--- src/rtl/icu_pkg.sv ---
package icu_pkg;

    localparam int PRIO_W  = 4;
    localparam int SEL_W   = 8;
    localparam int SEC_BIT = 8;
    localparam int BUS_AW  = 3;
    localparam int BUS_DW  = 32;
    localparam int ACT_W   = 16;

    typedef enum logic [BUS_AW-1:0] {
        A_SEL    = 3'd0,
        A_EN     = 3'd1,
        A_PRIO   = 3'd2,
        A_TRIG   = 3'd3,
        A_CANCEL = 3'd4,
        A_ACT    = 3'd5
    } reg_addr_e;

    typedef enum logic {
        TRIG_LEVEL = 1'b0,
        TRIG_PULSE = 1'b1
    } trig_e;

    typedef struct packed {
        logic              en;
        logic              secure;
        logic [PRIO_W-1:0] prio;
        trig_e             trig;
    } line_cfg_t;

    localparam line_cfg_t CFG_RESET = '{en: 1'b0, secure: 1'b0, prio: 4'hF, trig: TRIG_LEVEL};

    function automatic logic [BUS_DW-1:0] pack_prio(line_cfg_t c);
        logic [BUS_DW-1:0] r;
        r = '0;
        r[PRIO_W-1:0] = c.prio;
        r[SEC_BIT]    = c.secure;
        return r;
    endfunction

    function automatic line_cfg_t apply_prio(line_cfg_t c, logic [BUS_DW-1:0] d);
        line_cfg_t r;
        r        = c;
        r.prio   = d[PRIO_W-1:0];
        r.secure = d[SEC_BIT];
        return r;
    endfunction

endpackage

--- src/rtl/icu_regfile.sv ---
module icu_regfile
    import icu_pkg::*;
#(
    parameter int N_LINES = 8,
    localparam int ID_W = $clog2(N_LINES)
) (
    input  logic                      clk,
    input  logic                      rst,
    input  logic                      bus_wen,
    input  logic [BUS_AW-1:0]         bus_addr,
    input  logic [BUS_DW-1:0]         bus_wdata,
    output logic [BUS_DW-1:0]         bus_rdata,
    input  logic [N_LINES-1:0]        active_vec,
    output line_cfg_t [N_LINES-1:0]   cfg_o,
    output logic [N_LINES-1:0]        cancel_o
);

    logic [SEL_W-1:0]        sel_q;
    line_cfg_t [N_LINES-1:0] cfg_q;
    logic                    sel_ok;
    logic [ID_W-1:0]         sel_id;
    reg_addr_e               addr;
    logic [N_LINES-1:0]      hit;
    logic                    unused_wdata;

    assign addr         = reg_addr_e'(bus_addr);
    assign sel_ok       = (sel_q < SEL_W'(N_LINES));
    assign sel_id       = sel_q[ID_W-1:0];
    assign unused_wdata = ^bus_wdata[BUS_DW-1:SEC_BIT+1];

    // one write-hit strobe per line, decoded from the shared select
    for (genvar gi = 0; gi < N_LINES; gi++) begin : g_hit
        assign hit[gi]      = bus_wen && sel_ok && (sel_id == ID_W'(gi));
        assign cancel_o[gi] = hit[gi] && (addr == A_CANCEL) && bus_wdata[0];
    end

    always_ff @(posedge clk) begin
        if (rst) begin
            sel_q <= '0;
        end else if (bus_wen && addr == A_SEL) begin
            sel_q <= bus_wdata[SEL_W-1:0];
        end
    end

    always_ff @(posedge clk) begin
        if (rst) begin
            for (int i = 0; i < N_LINES; i++) cfg_q[i] <= CFG_RESET;
        end else begin
            for (int i = 0; i < N_LINES; i++) begin
                if (hit[i]) begin
                    case (addr)
                        A_EN:    cfg_q[i].en   <= bus_wdata[0];
                        A_PRIO:  cfg_q[i]      <= apply_prio(cfg_q[i], bus_wdata);
                        A_TRIG:  cfg_q[i].trig <= trig_e'(bus_wdata[0]);
                        default: ;
                    endcase
                end
            end
        end
    end

    always_comb begin
        bus_rdata = '0;
        case (addr)
            A_SEL:  bus_rdata = BUS_DW'(sel_q);
            A_EN:   if (sel_ok) bus_rdata = BUS_DW'(cfg_q[sel_id].en);
            A_PRIO: if (sel_ok) bus_rdata = pack_prio(cfg_q[sel_id]);
            A_TRIG: if (sel_ok) bus_rdata = BUS_DW'(cfg_q[sel_id].trig);
            A_ACT:  bus_rdata = BUS_DW'(active_vec);
            default: bus_rdata = '0;
        endcase
    end

    assign cfg_o = cfg_q;

    AST_SEL_OOR_HOLD: assert property (@(posedge clk) disable iff (rst) (bus_wen && !sel_ok && addr != A_SEL) |=> $stable(cfg_q));
    AST_UNIMPL_HOLD: assert property (@(posedge clk) disable iff (rst) (bus_wen && bus_addr > 3'd5) |=> ($stable(cfg_q) && $stable(sel_q)));

endmodule

--- src/rtl/icu_pending.sv ---
module icu_pending
    import icu_pkg::*;
#(
    parameter int N_LINES = 8
) (
    input  logic               clk,
    input  logic               rst,
    input  logic [N_LINES-1:0] irq_lines,
    input  logic [N_LINES-1:0] pulse_mode,
    input  logic [N_LINES-1:0] cancel,
    input  logic [N_LINES-1:0] ack_clr,
    output logic [N_LINES-1:0] pend_o
);

    logic [N_LINES-1:0] sync_q;
    logic [N_LINES-1:0] prev_q;
    logic [N_LINES-1:0] pulse_q;
    logic [N_LINES-1:0] rise;

    assign rise = sync_q & ~prev_q;

    always_ff @(posedge clk) begin
        if (rst) begin
            sync_q <= '0;
            prev_q <= '0;
        end else begin
            sync_q <= irq_lines;
            prev_q <= sync_q;
        end
    end

    // a fresh edge outranks any clear in the same cycle
    always_ff @(posedge clk) begin
        if (rst) begin
            pulse_q <= '0;
        end else begin
            for (int i = 0; i < N_LINES; i++) begin
                if (!pulse_mode[i])               pulse_q[i] <= 1'b0;
                else if (rise[i])                 pulse_q[i] <= 1'b1;
                else if (cancel[i] || ack_clr[i]) pulse_q[i] <= 1'b0;
            end
        end
    end

    for (genvar gi = 0; gi < N_LINES; gi++) begin : g_line
        assign pend_o[gi] = pulse_mode[gi] ? pulse_q[gi] : sync_q[gi];

        AST_EDGE_WINS: assert property (@(posedge clk) disable iff (rst) (rise[gi] && pulse_mode[gi]) |=> pulse_q[gi]);
        AST_CANCEL_CLEARS: assert property (@(posedge clk) disable iff (rst) (cancel[gi] && !rise[gi]) |=> !pulse_q[gi]);
        AST_ACK_CLEARS_PULSE: assert property (@(posedge clk) disable iff (rst) (ack_clr[gi] && !rise[gi]) |=> !pulse_q[gi]);
    end

endmodule

--- src/rtl/icu_arbiter.sv ---
module icu_arbiter
    import icu_pkg::*;
#(
    parameter int N_LINES = 8,
    localparam int ID_W = $clog2(N_LINES)
) (
    input  logic                            clk,
    input  logic                            rst,
    input  logic [N_LINES-1:0]              elig,
    input  logic [N_LINES-1:0][PRIO_W-1:0]  prio_vec,
    output logic                            win_valid,
    output logic [ID_W-1:0]                 win_id,
    output logic [PRIO_W-1:0]               win_prio
);

    // strict less-than keeps the lower index on a tie
    always_comb begin
        win_valid = 1'b0;
        win_id    = '0;
        win_prio  = '1;
        for (int i = 0; i < N_LINES; i++) begin
            if (elig[i] && (!win_valid || prio_vec[i] < win_prio)) begin
                win_valid = 1'b1;
                win_id    = ID_W'(i);
                win_prio  = prio_vec[i];
            end
        end
    end

    AST_WIN_ELIGIBLE: assert property (@(posedge clk) disable iff (rst) win_valid |-> elig[win_id]);
    AST_WIN_IFF_ANY: assert property (@(posedge clk) disable iff (rst) (|elig) |-> win_valid);

endmodule

--- src/rtl/icu_active.sv ---
module icu_active
    import icu_pkg::*;
#(
    parameter int N_LINES = 8,
    localparam int ID_W = $clog2(N_LINES)
) (
    input  logic                            clk,
    input  logic                            rst,
    input  logic                            ack_take,
    input  logic [ID_W-1:0]                 ack_id,
    input  logic                            done_valid,
    input  logic [ID_W-1:0]                 done_id,
    input  logic [N_LINES-1:0][PRIO_W-1:0]  prio_vec,
    output logic [N_LINES-1:0]              active_o,
    output logic [PRIO_W:0]                 min_prio_o
);

    logic [N_LINES-1:0] act_q;

    always_ff @(posedge clk) begin
        if (rst) begin
            act_q <= '0;
        end else begin
            for (int i = 0; i < N_LINES; i++) begin
                if (ack_take && ack_id == ID_W'(i))          act_q[i] <= 1'b1;
                else if (done_valid && done_id == ID_W'(i))  act_q[i] <= 1'b0;
            end
        end
    end

    // one above the largest priority when nothing is in service
    always_comb begin
        min_prio_o = {1'b1, {PRIO_W{1'b0}}};
        for (int i = 0; i < N_LINES; i++) begin
            if (act_q[i] && {1'b0, prio_vec[i]} < min_prio_o) min_prio_o = {1'b0, prio_vec[i]};
        end
    end

    assign active_o = act_q;

    AST_ACT_SET: assert property (@(posedge clk) disable iff (rst) ack_take |=> act_q[$past(ack_id)]);
    AST_ACT_CLEAR: assert property (@(posedge clk) disable iff (rst) (done_valid && !(ack_take && ack_id == done_id)) |=> !act_q[$past(done_id)]);

endmodule

--- src/rtl/irq_select_unit.sv ---
module irq_select_unit
    import icu_pkg::*;
#(
    parameter int N_LINES = 8,
    localparam int ID_W = $clog2(N_LINES)
) (
    input  logic                 clk,
    input  logic                 rst,
    input  logic                 bus_wen,
    input  logic [BUS_AW-1:0]    bus_addr,
    input  logic [BUS_DW-1:0]    bus_wdata,
    output logic [BUS_DW-1:0]    bus_rdata,
    input  logic [N_LINES-1:0]   irq_lines,
    input  logic                 irq_ack,
    input  logic                 irq_done,
    input  logic [ID_W-1:0]      irq_done_id,
    output logic                 irq_req,
    output logic [ID_W-1:0]      irq_req_id,
    output logic [PRIO_W-1:0]    irq_req_prio,
    output logic                 in_handler
);

    // N_LINES is expected between 2 and ACT_W so the status word fits

    line_cfg_t [N_LINES-1:0]            cfg;
    logic [N_LINES-1:0][PRIO_W-1:0]     prio_vec;
    logic [N_LINES-1:0]                 pulse_mode;
    logic [N_LINES-1:0]                 enable_vec;
    logic [N_LINES-1:0]                 cancel;
    logic [N_LINES-1:0]                 ack_clr;
    logic [N_LINES-1:0]                 pend;
    logic [N_LINES-1:0]                 elig;
    logic [N_LINES-1:0]                 active;
    logic                               win_valid;
    logic [ID_W-1:0]                    win_id;
    logic [PRIO_W-1:0]                  win_prio;
    logic [PRIO_W:0]                    min_act;
    logic                               ack_take;

    for (genvar gi = 0; gi < N_LINES; gi++) begin : g_fan
        assign prio_vec[gi]   = cfg[gi].prio;
        assign pulse_mode[gi] = (cfg[gi].trig == TRIG_PULSE);
        assign enable_vec[gi] = cfg[gi].en;
        assign ack_clr[gi]    = ack_take && (win_id == ID_W'(gi));
    end

    assign elig     = pend & enable_vec;
    assign irq_req  = win_valid && ({1'b0, win_prio} < min_act);
    assign ack_take = irq_ack && irq_req;

    icu_regfile #(.N_LINES(N_LINES)) u_regs (
        .clk        (clk),
        .rst        (rst),
        .bus_wen    (bus_wen),
        .bus_addr   (bus_addr),
        .bus_wdata  (bus_wdata),
        .bus_rdata  (bus_rdata),
        .active_vec (active),
        .cfg_o      (cfg),
        .cancel_o   (cancel)
    );

    icu_pending #(.N_LINES(N_LINES)) u_pend (
        .clk        (clk),
        .rst        (rst),
        .irq_lines  (irq_lines),
        .pulse_mode (pulse_mode),
        .cancel     (cancel),
        .ack_clr    (ack_clr),
        .pend_o     (pend)
    );

    icu_arbiter #(.N_LINES(N_LINES)) u_arb (
        .clk       (clk),
        .rst       (rst),
        .elig      (elig),
        .prio_vec  (prio_vec),
        .win_valid (win_valid),
        .win_id    (win_id),
        .win_prio  (win_prio)
    );

    icu_active #(.N_LINES(N_LINES)) u_act (
        .clk        (clk),
        .rst        (rst),
        .ack_take   (ack_take),
        .ack_id     (win_id),
        .done_valid (irq_done),
        .done_id    (irq_done_id),
        .prio_vec   (prio_vec),
        .active_o   (active),
        .min_prio_o (min_act)
    );

    assign irq_req_id   = win_id;
    assign irq_req_prio = win_prio;
    assign in_handler   = |active;

    AST_REQ_ENABLED: assert property (@(posedge clk) disable iff (rst) irq_req |-> cfg[irq_req_id].en);
    AST_REQ_PENDING: assert property (@(posedge clk) disable iff (rst) irq_req |-> pend[irq_req_id]);
    AST_REQ_NOT_ACTIVE: assert property (@(posedge clk) disable iff (rst) irq_req |-> !active[irq_req_id]);
    AST_NO_ACK_NO_CHANGE: assert property (@(posedge clk) disable iff (rst) (irq_ack && !irq_req && !irq_done) |=> $stable(active));

endmodule

--- config.mk ---
export PLATFORM = sky130hd
export DESIGN_NAME = irq_select_unit
export DESIGN_NICKNAME = d
export VERILOG_FILES = /design/src/rtl/icu_pkg.sv /design/src/rtl/icu_regfile.sv /design/src/rtl/icu_pending.sv /design/src/rtl/icu_arbiter.sv /design/src/rtl/icu_active.sv /design/src/rtl/irq_select_unit.sv
export SDC_FILE = /design/constraint.sdc
export NUM_CORES = 1
export LEC_CHECK = 0
export CAP_MARGIN = 40
export CORE_ASPECT_RATIO = 2
export CORE_MARGIN = 2
export CORE_UTILIZATION = 60
export DETAILED_ROUTE_END_ITERATION = 12
export DONT_BUFFER_PORTS = 1
export PLACE_DENSITY = 0.84
export SYNTH_ARGS = -nofsm -noshare
export SYNTH_HDL_FRONTEND = slang
export SYNTH_SLANG_ARGS = --single-unit
--- constraint.sdc ---
create_clock -name clk -period 37.7 [get_ports clk]
set_clock_uncertainty 0.15 [all_clocks]
set_input_delay 3.77 -clock clk [delete_from_list [all_inputs] [get_ports clk]]
set_output_delay 3.77 -clock clk [all_outputs]
set_load 0.1 [all_outputs]
# Yosys cells after proc, flatten, opt, wreduce, memory -nomap -nowiden
# Cells that the tools add are included.
# Widths: inputs -> output; s select.
[totals]
register_bits = 96
in_bits = 51
wordCells = 315
[op_classes]
magnitude_cmp = 17
eq_ne = 26
n_mux = 77
bitwise = 11
reduce_logical = 133
[ops]
columns = ["op", "n"]
rows = [
  ["$pmux 32 s5", 1],
  ["$logic_and 1x1->1", 58],
  ["$mux 1", 51],
  ["$reduce_and 2->1", 24],
  ["$eq 3x3->1 const B", 14],
  ["$lt 4x5->1", 8],
  ["$mux 5", 8],
  ["$mux 4", 8],
  ["$reduce_bool 2->1", 16],
  ["$lt 4x4->1", 7],
  ["$eq 3x2->1 const B", 8],
  ["$bmux 7 s3", 1],
  ["$and 8x8->8", 2],
  ["$reduce_or 2->1", 8],
  ["$logic_or 1x1->1", 15],
  ["$eq 3x1->1 const B", 4],
  ["$logic_not 3->1", 4],
  ["$mux 3", 4],
  ["$mux 9", 1],
  ["$lt 8x4->1 const B", 1],
  ["$not 1->1", 8],
  ["$not 8->8", 1],
  ["$reduce_or 8->1", 1],
  ["$logic_not 1->1", 7],
  ["other kinds (3)", 4],
]

# Longest topological paths before layout
# Gate-level depths: netlist of run 1.
[logic_depth]
depth_word = 38
mapped_depth = 76
depth_no_buf = 74

# Modules after synthesis
# Synthesis of run 1 repeated with hierarchy kept, for this count alone.
[unflattened]
cells_unflattened = 1004
hier_area_um2 = 8222.9
[modules_own_cells]
columns = ["mod", "n_inst", "cells_each", "area_each_um2"]
rows = [
  ["icu_regfile", 1, 395, 3463.3],
  ["icu_active", 1, 283, 2065.7],
  ["icu_arbiter", 1, 193, 1435.1],
  ["icu_pending", 1, 82, 920.9],
  ["irq_select_unit", 1, 51, 337.8],
]

# Worst setup path before layout of run 1
# OpenSTA, ideal clock, no wires.
[synth_path]
kind = "register to output"
startpoint = "reg u_regs.cfg_q, in the netlist u_regs.cfg_o[0]"
endpoint = "out irq_req"
t_arrival_ps = 15415
t_required_ps = 33780
path_slack_ps = 18365
stages_incl_launch_ff = 68
path_buffers = 2
path_cell_list = "dfxtp_1 -> mux2_4 -> buf_6 -> nand2_1 -> nor2_1 -> ha_1 -> nor2b_1 -> a32oi_2 -> a21oi_2 -> a21boi_1 -> o21ai_0 -> mux2i_1 -> inv_1 -> ha_1 -> nand2_1 -> o21ai_1 -> nand2_1 -> a22oi_1 -> [... 32 more ...] -> o311ai_0 -> and3_1 -> o32ai_2 -> nor2_4 -> mux2i_1 -> ha_1 -> a21o_1 -> a21o_1 -> nor2b_1 -> nor3_1 -> o211a_1 -> a311oi_4 -> a21oi_1 -> ha_1 -> a21o_1 -> a21o_1 -> a22oi_1 -> a21boi_1"
[synth_via]
elab_chain_cells = 33
[synth_rtl]
columns = ["item", "line_no", "text"]
rows = [
  ["start, declared", "icu_regfile.sv:19", "line_cfg_t [N_LINES-1:0] cfg_q;"],
  ["start signal, assigned by index", "icu_regfile.sv:53", "A_PRIO: cfg_q[i] <= apply_prio(cfg_q[i], bus_wdata);"],
  ["$mux 1 (*)", "icu_pending.sv:46", "assign pend_o[gi] = pulse_mode[gi] ? pulse_q[gi] : sync_q[gi];"],
  ["$and 8x8->8 (*)", "irq_select_unit.sv:47", "assign elig = pend & enable_vec;"],
  ["$mux 4 / $mux 1 (equally long branches)", "icu_arbiter.sv:22", "if (elig[i] && (!win_valid || prio_vec[i] < win_prio)) begin"],
  ["$lt 4x4->1 / $logic_not 1->1 (equally long branches)", "icu_arbiter.sv:22", ""],
  ["$logic_or 1x1->1", "icu_arbiter.sv:22", ""],
  ["$logic_and 1x1->1", "icu_arbiter.sv:22", ""],
  ["$mux 4 / $mux 1 (equally long branches)", "icu_arbiter.sv:22", ""],
  ["$lt 4x4->1 / $logic_not 1->1 (equally long branches)", "icu_arbiter.sv:22", ""],
  ["[... 18 more ...]", "--", ""],
  ["$mux 4 / $mux 1 (equally long branches)", "icu_arbiter.sv:22", ""],
  ["$lt 4x4->1 / $logic_not 1->1 (equally long branches)", "icu_arbiter.sv:22", ""],
  ["$logic_or 1x1->1", "icu_arbiter.sv:22", ""],
  ["$logic_and 1x1->1", "icu_arbiter.sv:22", ""],
  ["$mux 4 (*)", "icu_arbiter.sv:22", ""],
  ["via irq_req_prio[2]", "irq_select_unit.sv:19", "output logic [PRIO_W-1:0] irq_req_prio,"],
  ["$lt 4x5->1 (*)", "irq_select_unit.sv:48", "assign irq_req = win_valid && ({1'b0, win_prio} < min_act);"],
  ["$logic_and 1x1->1 (*)", "irq_select_unit.sv:48", ""],
  ["end, declared", "irq_select_unit.sv:17", "output logic irq_req,"],
]
# The timed path passes the listed nets; every way through them passes the cells marked *.

# Worst setup path after layout of run 1
# Ends and elaborated chain as after synthesis.

==> results of run 1 <==
## sequential cells by signal, indices dropped and copies added, names as in the netlist
name            flops
u_act.active_o      8
u_regs.sel_q        8
u_regs.cfg_o       56
u_pend.pulse_q      8
u_pend.prev_q       8
u_pend.sync_q       8
## cell families after synthesis
| logic type | Yosys count | share of synthesized area |
|---|---|---|
| other cells | 1 | 0.000492 |
| xor+xnor | 3 | 0.00344 |
| fa+ha+maj | 34 | 0.0554 |
| compound gates | 256 | 0.247 |
| simple gates | 425 | 0.271 |
| buf+inv | 115 | 0.0699 |
| mux | 58 | 0.101 |
| flops | 96 | 0.252 |
## worst register-to-register path: cells and delay by family, from the launching register on
kind,cells,cell delay [ns]
AOI/OAI and AO/OA,28,6.30
adders and majority gates,8,2.58
buffers and inverters,6,0.60
DFF,1,0.45
muxes,5,1.39
and+or+nand+nor,25,5.07
## stage by stage
stage / total power [W] / worst slack, ns / instances / cell area (um2)
5_1_grt: 0.000228 / 16.57 / 1133 / 8300
4_1_cts: 0.000223 / 17.86 / 1133 / 8300
2_1_floorplan: 0.000129 / 18.37 / 1010 / 7710
6_report: 0.000223 / 17.59 / 1133 / 8300
3_5_place_dp: 0.000129 / 18.28 / 1117 / 7980
3_3_place_gp: 0.000127 / 18.06 / 1102 / 7670
## per-layer routing
layer / routed length (um) / up-vias
met5: 0 / -
met4: 2340 / 0
met3: 1630 / 162
met2: 12300 / 455
met1: 7810 / 3667
li1: - / 3517
## cell type report
class	count	area, um2
multi-input cells	799	5310
fillers	1019	4180
flip-flops and latches	96	1920
repair buffers	25	387
clock buffers	11	253
well taps	150	188
inverters	47	176
clock inverters	5	63.8
## where the power goes
group,switching (W),internal (W)
Combinational,0.0000185,0.00000481
Sequential,0.00000122,0.000103
Clock,0.0000407,0.0000555
## worst paths after layout
check                 endpoint  slack [ns]  depth (start not counted)
min reg2reg   u_pend.prev_q[3]        0.30                          2
max reg2reg  u_pend.pulse_q[0]       21.04                         72
max                    irq_req       17.59                         70
min           u_pend.prev_q[3]        0.30                          2
## cells in the mapped netlist, drive strengths merged (7+ instances only)
cell type    n  area share
nand2      154       0.076
dfxtp       96        0.25
nor2        80       0.040
a21oi       67       0.046
nand3       65       0.043
inv         46       0.023
o21ai       46       0.031
clkbuf      37       0.018
mux2i       35       0.046
ha          33       0.054
buf         31       0.029
nor2b       23       0.019
nor3        20       0.013
and2        18       0.015
o211ai      17       0.017
nand2b      15       0.012
mux4        14       0.041
a21o        13       0.013
a22oi       10       0.012
a211oi       9       0.010
and3         9      0.0080
mux2         9       0.014
a21boi       8      0.0079
a31oi        8      0.0066
nand3b       8      0.0079
o22ai        8      0.0066
o31ai        8       0.012
a31o         7      0.0080
==> results.json, run 1 <==
{
  "synth-warning-count": 0,
  "io_pins": 92,
  "top_usage_layer": "met2",
  "netlist_instances": 988,
  "synth_ff_type": "dfxtp_1",
  "critPathMaxFanout": 12,
  "post_cts_resized": 0,
  "path_buf_inv": 7,
  "cts_root_buffer": "clkbuf_16",
  "status": "complete, no violations",
  "clock_latency_ns": 0.35,
  "grt_use_total": 0.348,
  "die_width_um": 83.7,
  "fin_util": 0.665,
  "cts_tree": "yes",
  "antenna_found_initial": 0,
  "finalSetupViolCount": 0,
  "postCtsHoldBufs": 0,
  "required_ns": 33.78,
  "endpoint_kind": "output port",
  "leakagePower_nw": 3.24,
  "synth.cell_area_um2": 7630,
  "core.rowCount": 58,
  "use_met2": 0.638,
  "die_h_um": 163,
  "grt_start_max_net_pins": 61,
  "grt_pass1_wl_um": 37800,
  "post_cts_buffers": 0,
  "peakVddDrop_mv": 0.0425,
  "critical_path_class": "flop to output port",
  "drc": 0,
  "grt_pass1_vias": 7513,
  "synth_cell_type_count": 94,
  "initial_core_util": 0.611,
  "cts_made_buffers": 9,
  "p_per_area_nw_per_um2": 26.9,
  "path_clk_slew_ns": 0.06,
  "period_needed_ns": 20.11,
  "routedWlPerCell_um": 21.3,
  "dr.pass1.iters": 5,
  "cts_sinks": 96,
  "drt_iter0_drc": 757,
  "use_met1": 0.335,
  "ys_seq_area_frac": 0.252,
  "cp_common_cell": "ha_1",
  "grt_util_met3": 0.0485,
  "synth_edf_count": 0,
  "timing.rr.start": "u_regs.cfg_o[0]",
  "wirelength_um": 24100,
  "hold_start": "u_pend.sync_q[3]",
  "report.final.slew_viol_count": 0,
  "core_area_um2": 12500,
  "viasPerCell": 6.89,
  "crit_start": "u_regs.cfg_o[0]",
  "min_path_type": "flop to flop",
  "vias": 7801,
  "layout_commonest_cell": "nand2_1",
  "area_growth_syn_to_layout_pct": 8.77,
  "cp-start-kind": "flop",
  "drive_gt1_frac": 0.119,
  "nets": 1062,
  "arrival_ns": 16.19,
  "synthArstFlopShare": 0,
  "htreeDepth": 3,
  "dieArea_um2": 13700,
  "period_share": 0.533,
  "final_hold_viol_count": 0,
  "tightestPinTransition_ns": 0.967,
  "drtAntennaViolNets": 0,
  "cap_violations": 0,
  "dp.final_hpwl_um": 18100,
  "n_antenna_cell": 0,
  "grt_overflow": 0,
  "syn_area_per_cell_um2": 7.72,
  "tns_ns": 0,
  "cts_buffer_depth": 2,
  "whs_ns": 0.301,
  "synth_seq_cells": 96,
  "rsz0062_at_grt": "no",
  "cp_slowest_cell": "nor3_1",
  "crit_family": "compound AO/OA/AOI/OAI gates",
  "slew_headroom": 0.353,
  "layout_common_cells": "nand2_1 (153), dfxtp_1 (96), nor2_1 (74), nand3_1 (65), a21oi_1 (61)",
  "fmaxAchievable_mhz": 49.7,
  "port_buffers": 0,
  "max_stage_delay_ns": 0.68,
  "gp_congestion": 0.923
}
Power figures use the tool's default switching activity.
==> inputs of run 2 (changes only) <==
- CORE_UTILIZATION: 60 -> 59
- PLACE_DENSITY: 0.84 -> 0.86
- clock period: 37.7 -> 16.7 ns (I/O delays scaled with it)
==> results.json, run 2 (same netlist as run 1, synthesis figures left out) <==
{
  "antenna_found_initial": 0,
  "dp.final_hpwl_um": 18500,
  "use_met2": 0.639,
  "tns_ns": 0,
  "min_path_type": "flop to flop",
  "clock_latency_ns": 0.35,
  "dp_cells": 1124,
  "report.power.total_w": 0.000483,
  "cts_buffer_depth": 2,
  "wirelength_um": 24400,
  "routedWlPerCell_um": 21.4,
  "port_buffers": 0,
  "fin_util": 0.656,
  "drc": 0,
  "p_clk_frac": 0.406,
  "fillers": 1029,
  "rsz0062_at_grt": "no",
  "path_clk_slew_ns": 0.07,
  "gp_congestion": 0.940,
  "dieArea_um2": 13900,
  "fmaxAchievable_mhz": 63.3,
  "max_stage_delay_ns": 0.58,
  "grt_overflow": 0,
  "grt_util_met3": 0.0560,
  "use_met1": 0.330,
  "critical_path_class": "flop to output port",
  "layout_commonest_cell": "nand2_1",
  "layout_common_cells": "nand2_1 (152), dfxtp_1 (96), nor2_1 (73), nand3_1 (65), a21oi_1 (60)",
  "cts_root_buffer": "clkbuf_16",
  "final_cells": 1140,
  "io_pins": 92,
  "die_h_um": 165,
  "endpoint_kind": "output port",
  "finalSetupViolCount": 0,
  "comb_power_share": 0.109,
  "htreeDepth": 3,
  "drtAntennaViolNets": 0,
  "tightestPinTransition_ns": 0.956,
  "power_frac_seq": 0.485,
  "internal-power_w": 0.000345,
  "vias": 7853,
  "p_per_area_nw_per_um2": 58.3,
  "period_share": 0.945,
  "slew_headroom": 0.360,
  "cp-start-kind": "flop",
  "core_area_um2": 12600,
  "cts_tree": "yes",
  "leakagePower_nw": 3.24,
  "drive_gt1_frac": 0.133,
  "critPathMaxFanout": 12,
  "viasPerCell": 6.89,
  "core.rowCount": 58,
  "grt_use_total": 0.352,
  "peakVddDrop_mv": 0.0821,
  "grt_pass1_wl_um": 38500,
  "nets": 1069,
  "fin_ws_ns": 0.911,
  "arrival_ns": 13.97,
  "initial_core_util": 0.604,
  "postCtsHoldBufs": 0,
  "n_antenna_cell": 0,
  "dr.pass1.iters": 5,
  "largest_register_ffs": 56,
  "switching_power_w": 0.000138,
  "grt_start_max_net_pins": 61,
  "required_ns": 14.88,
  "drt_iter0_drc": 628,
  "cts_made_buffers": 9,
  "report.final.slew_viol_count": 0,
  "swShare": 0.285,
  "die_width_um": 84.4,
  "cp_slowest_cell": "or4_4",
  "cp_common_cell": "ha_1",
  "area_growth_syn_to_layout_pct": 8.63,
  "top_usage_layer": "met2",
  "final_hold_viol_count": 0,
  "cts_sinks": 96,
  "grt_pass1_vias": 7754,
  "cap_violations": 0,
  "status": "complete, no violations",
  "period_needed_ns": 15.79,
  "place_ws_ns": 0.804
}
==> run 2: changes by cell type in the layout (fill, tap and decap cells not counted), moves of 2 or more <==
cell	change
and2_1	-2
buf_4	+10
and2_2	+2
clkbuf_8	-2
buf_16	-4
a21boi_2	+3
o21ai_0	-2
a21boi_1	-2
clkbuf_1	+2
==> run 2: layout make-up <==
cell class                 instances  area [um2]  share of cell area
sequential                        96        1920               0.232
clock buffer                      11         233              0.0281
inverter                          47         176              0.0213
clock inverter                     5        41.3             0.00498
timing repair buffer              32         375              0.0453
multi-input combinational        799        5350               0.646
tap                              150         188              0.0226
==> run 2: timing repair <==
action | 4_1_cts | 5_1_grt
resized for setup | 0 | 14
setup endpoints to repair | 0 | 4
setup buffers | 0 | 0
==> run 2: worst paths after layout <==
path	from	end	slack, ns	depth (start not counted)
min reg2reg	u_pend.sync_q[6]	u_pend.prev_q[6]	0.30	2
max	u_regs.cfg_o[0]	irq_req	0.91	65
max reg2reg	u_regs.cfg_o[0]	u_pend.pulse_q[5]	2.20	67
min	u_pend.sync_q[6]	u_pend.prev_q[6]	0.30	2
==> run 2: layer usage <==
layer	vias up	wire length, um	share of wire
met2	496	12500	0.51
li1	3533	-	-
met1	3628	7540	0.31
met3	196	1810	0.074
met5	-	0	0
met4	0	2530	0.10
==> run 2: worst max-delay path, delay by kind of cell, from the launching register on <==
| kind | cells | cell delay, ns |
|---|---|---|
| AOI/OAI and AO/OA | 25 | 4.98 |
| and+or+nand+nor | 20 | 3.54 |
| adders and majority gates | 8 | 2.55 |
| muxes | 4 | 1.16 |
| buffers and inverters | 8 | 0.93 |
| DFF | 1 | 0.42 |
==> run 2: power groups by stage <==
stage	clock network, W	registers, W	logic (W)
after floorplan	0	0.000238	0.0000521
after global placement	0	0.000239	0.0000479
after detailed placement	0	0.000239	0.0000518
after CTS	0.000193	0.000234	0.0000520
after global routing	0.000201	0.000234	0.0000551
final	0.000196	0.000234	0.0000527
==> run 2: stage by stage <==
| stage | cell area [um2] | hold WS [ns] |
|---|---|---|
| floorplan | 7720 | 0.265 |
| global placement | 7760 | 0.280 |
| detailed placement | 7970 | 0.294 |
| CTS | 8240 | 0.303 |
| global route | 8290 | 0.326 |
| finish | 8290 | 0.300 |
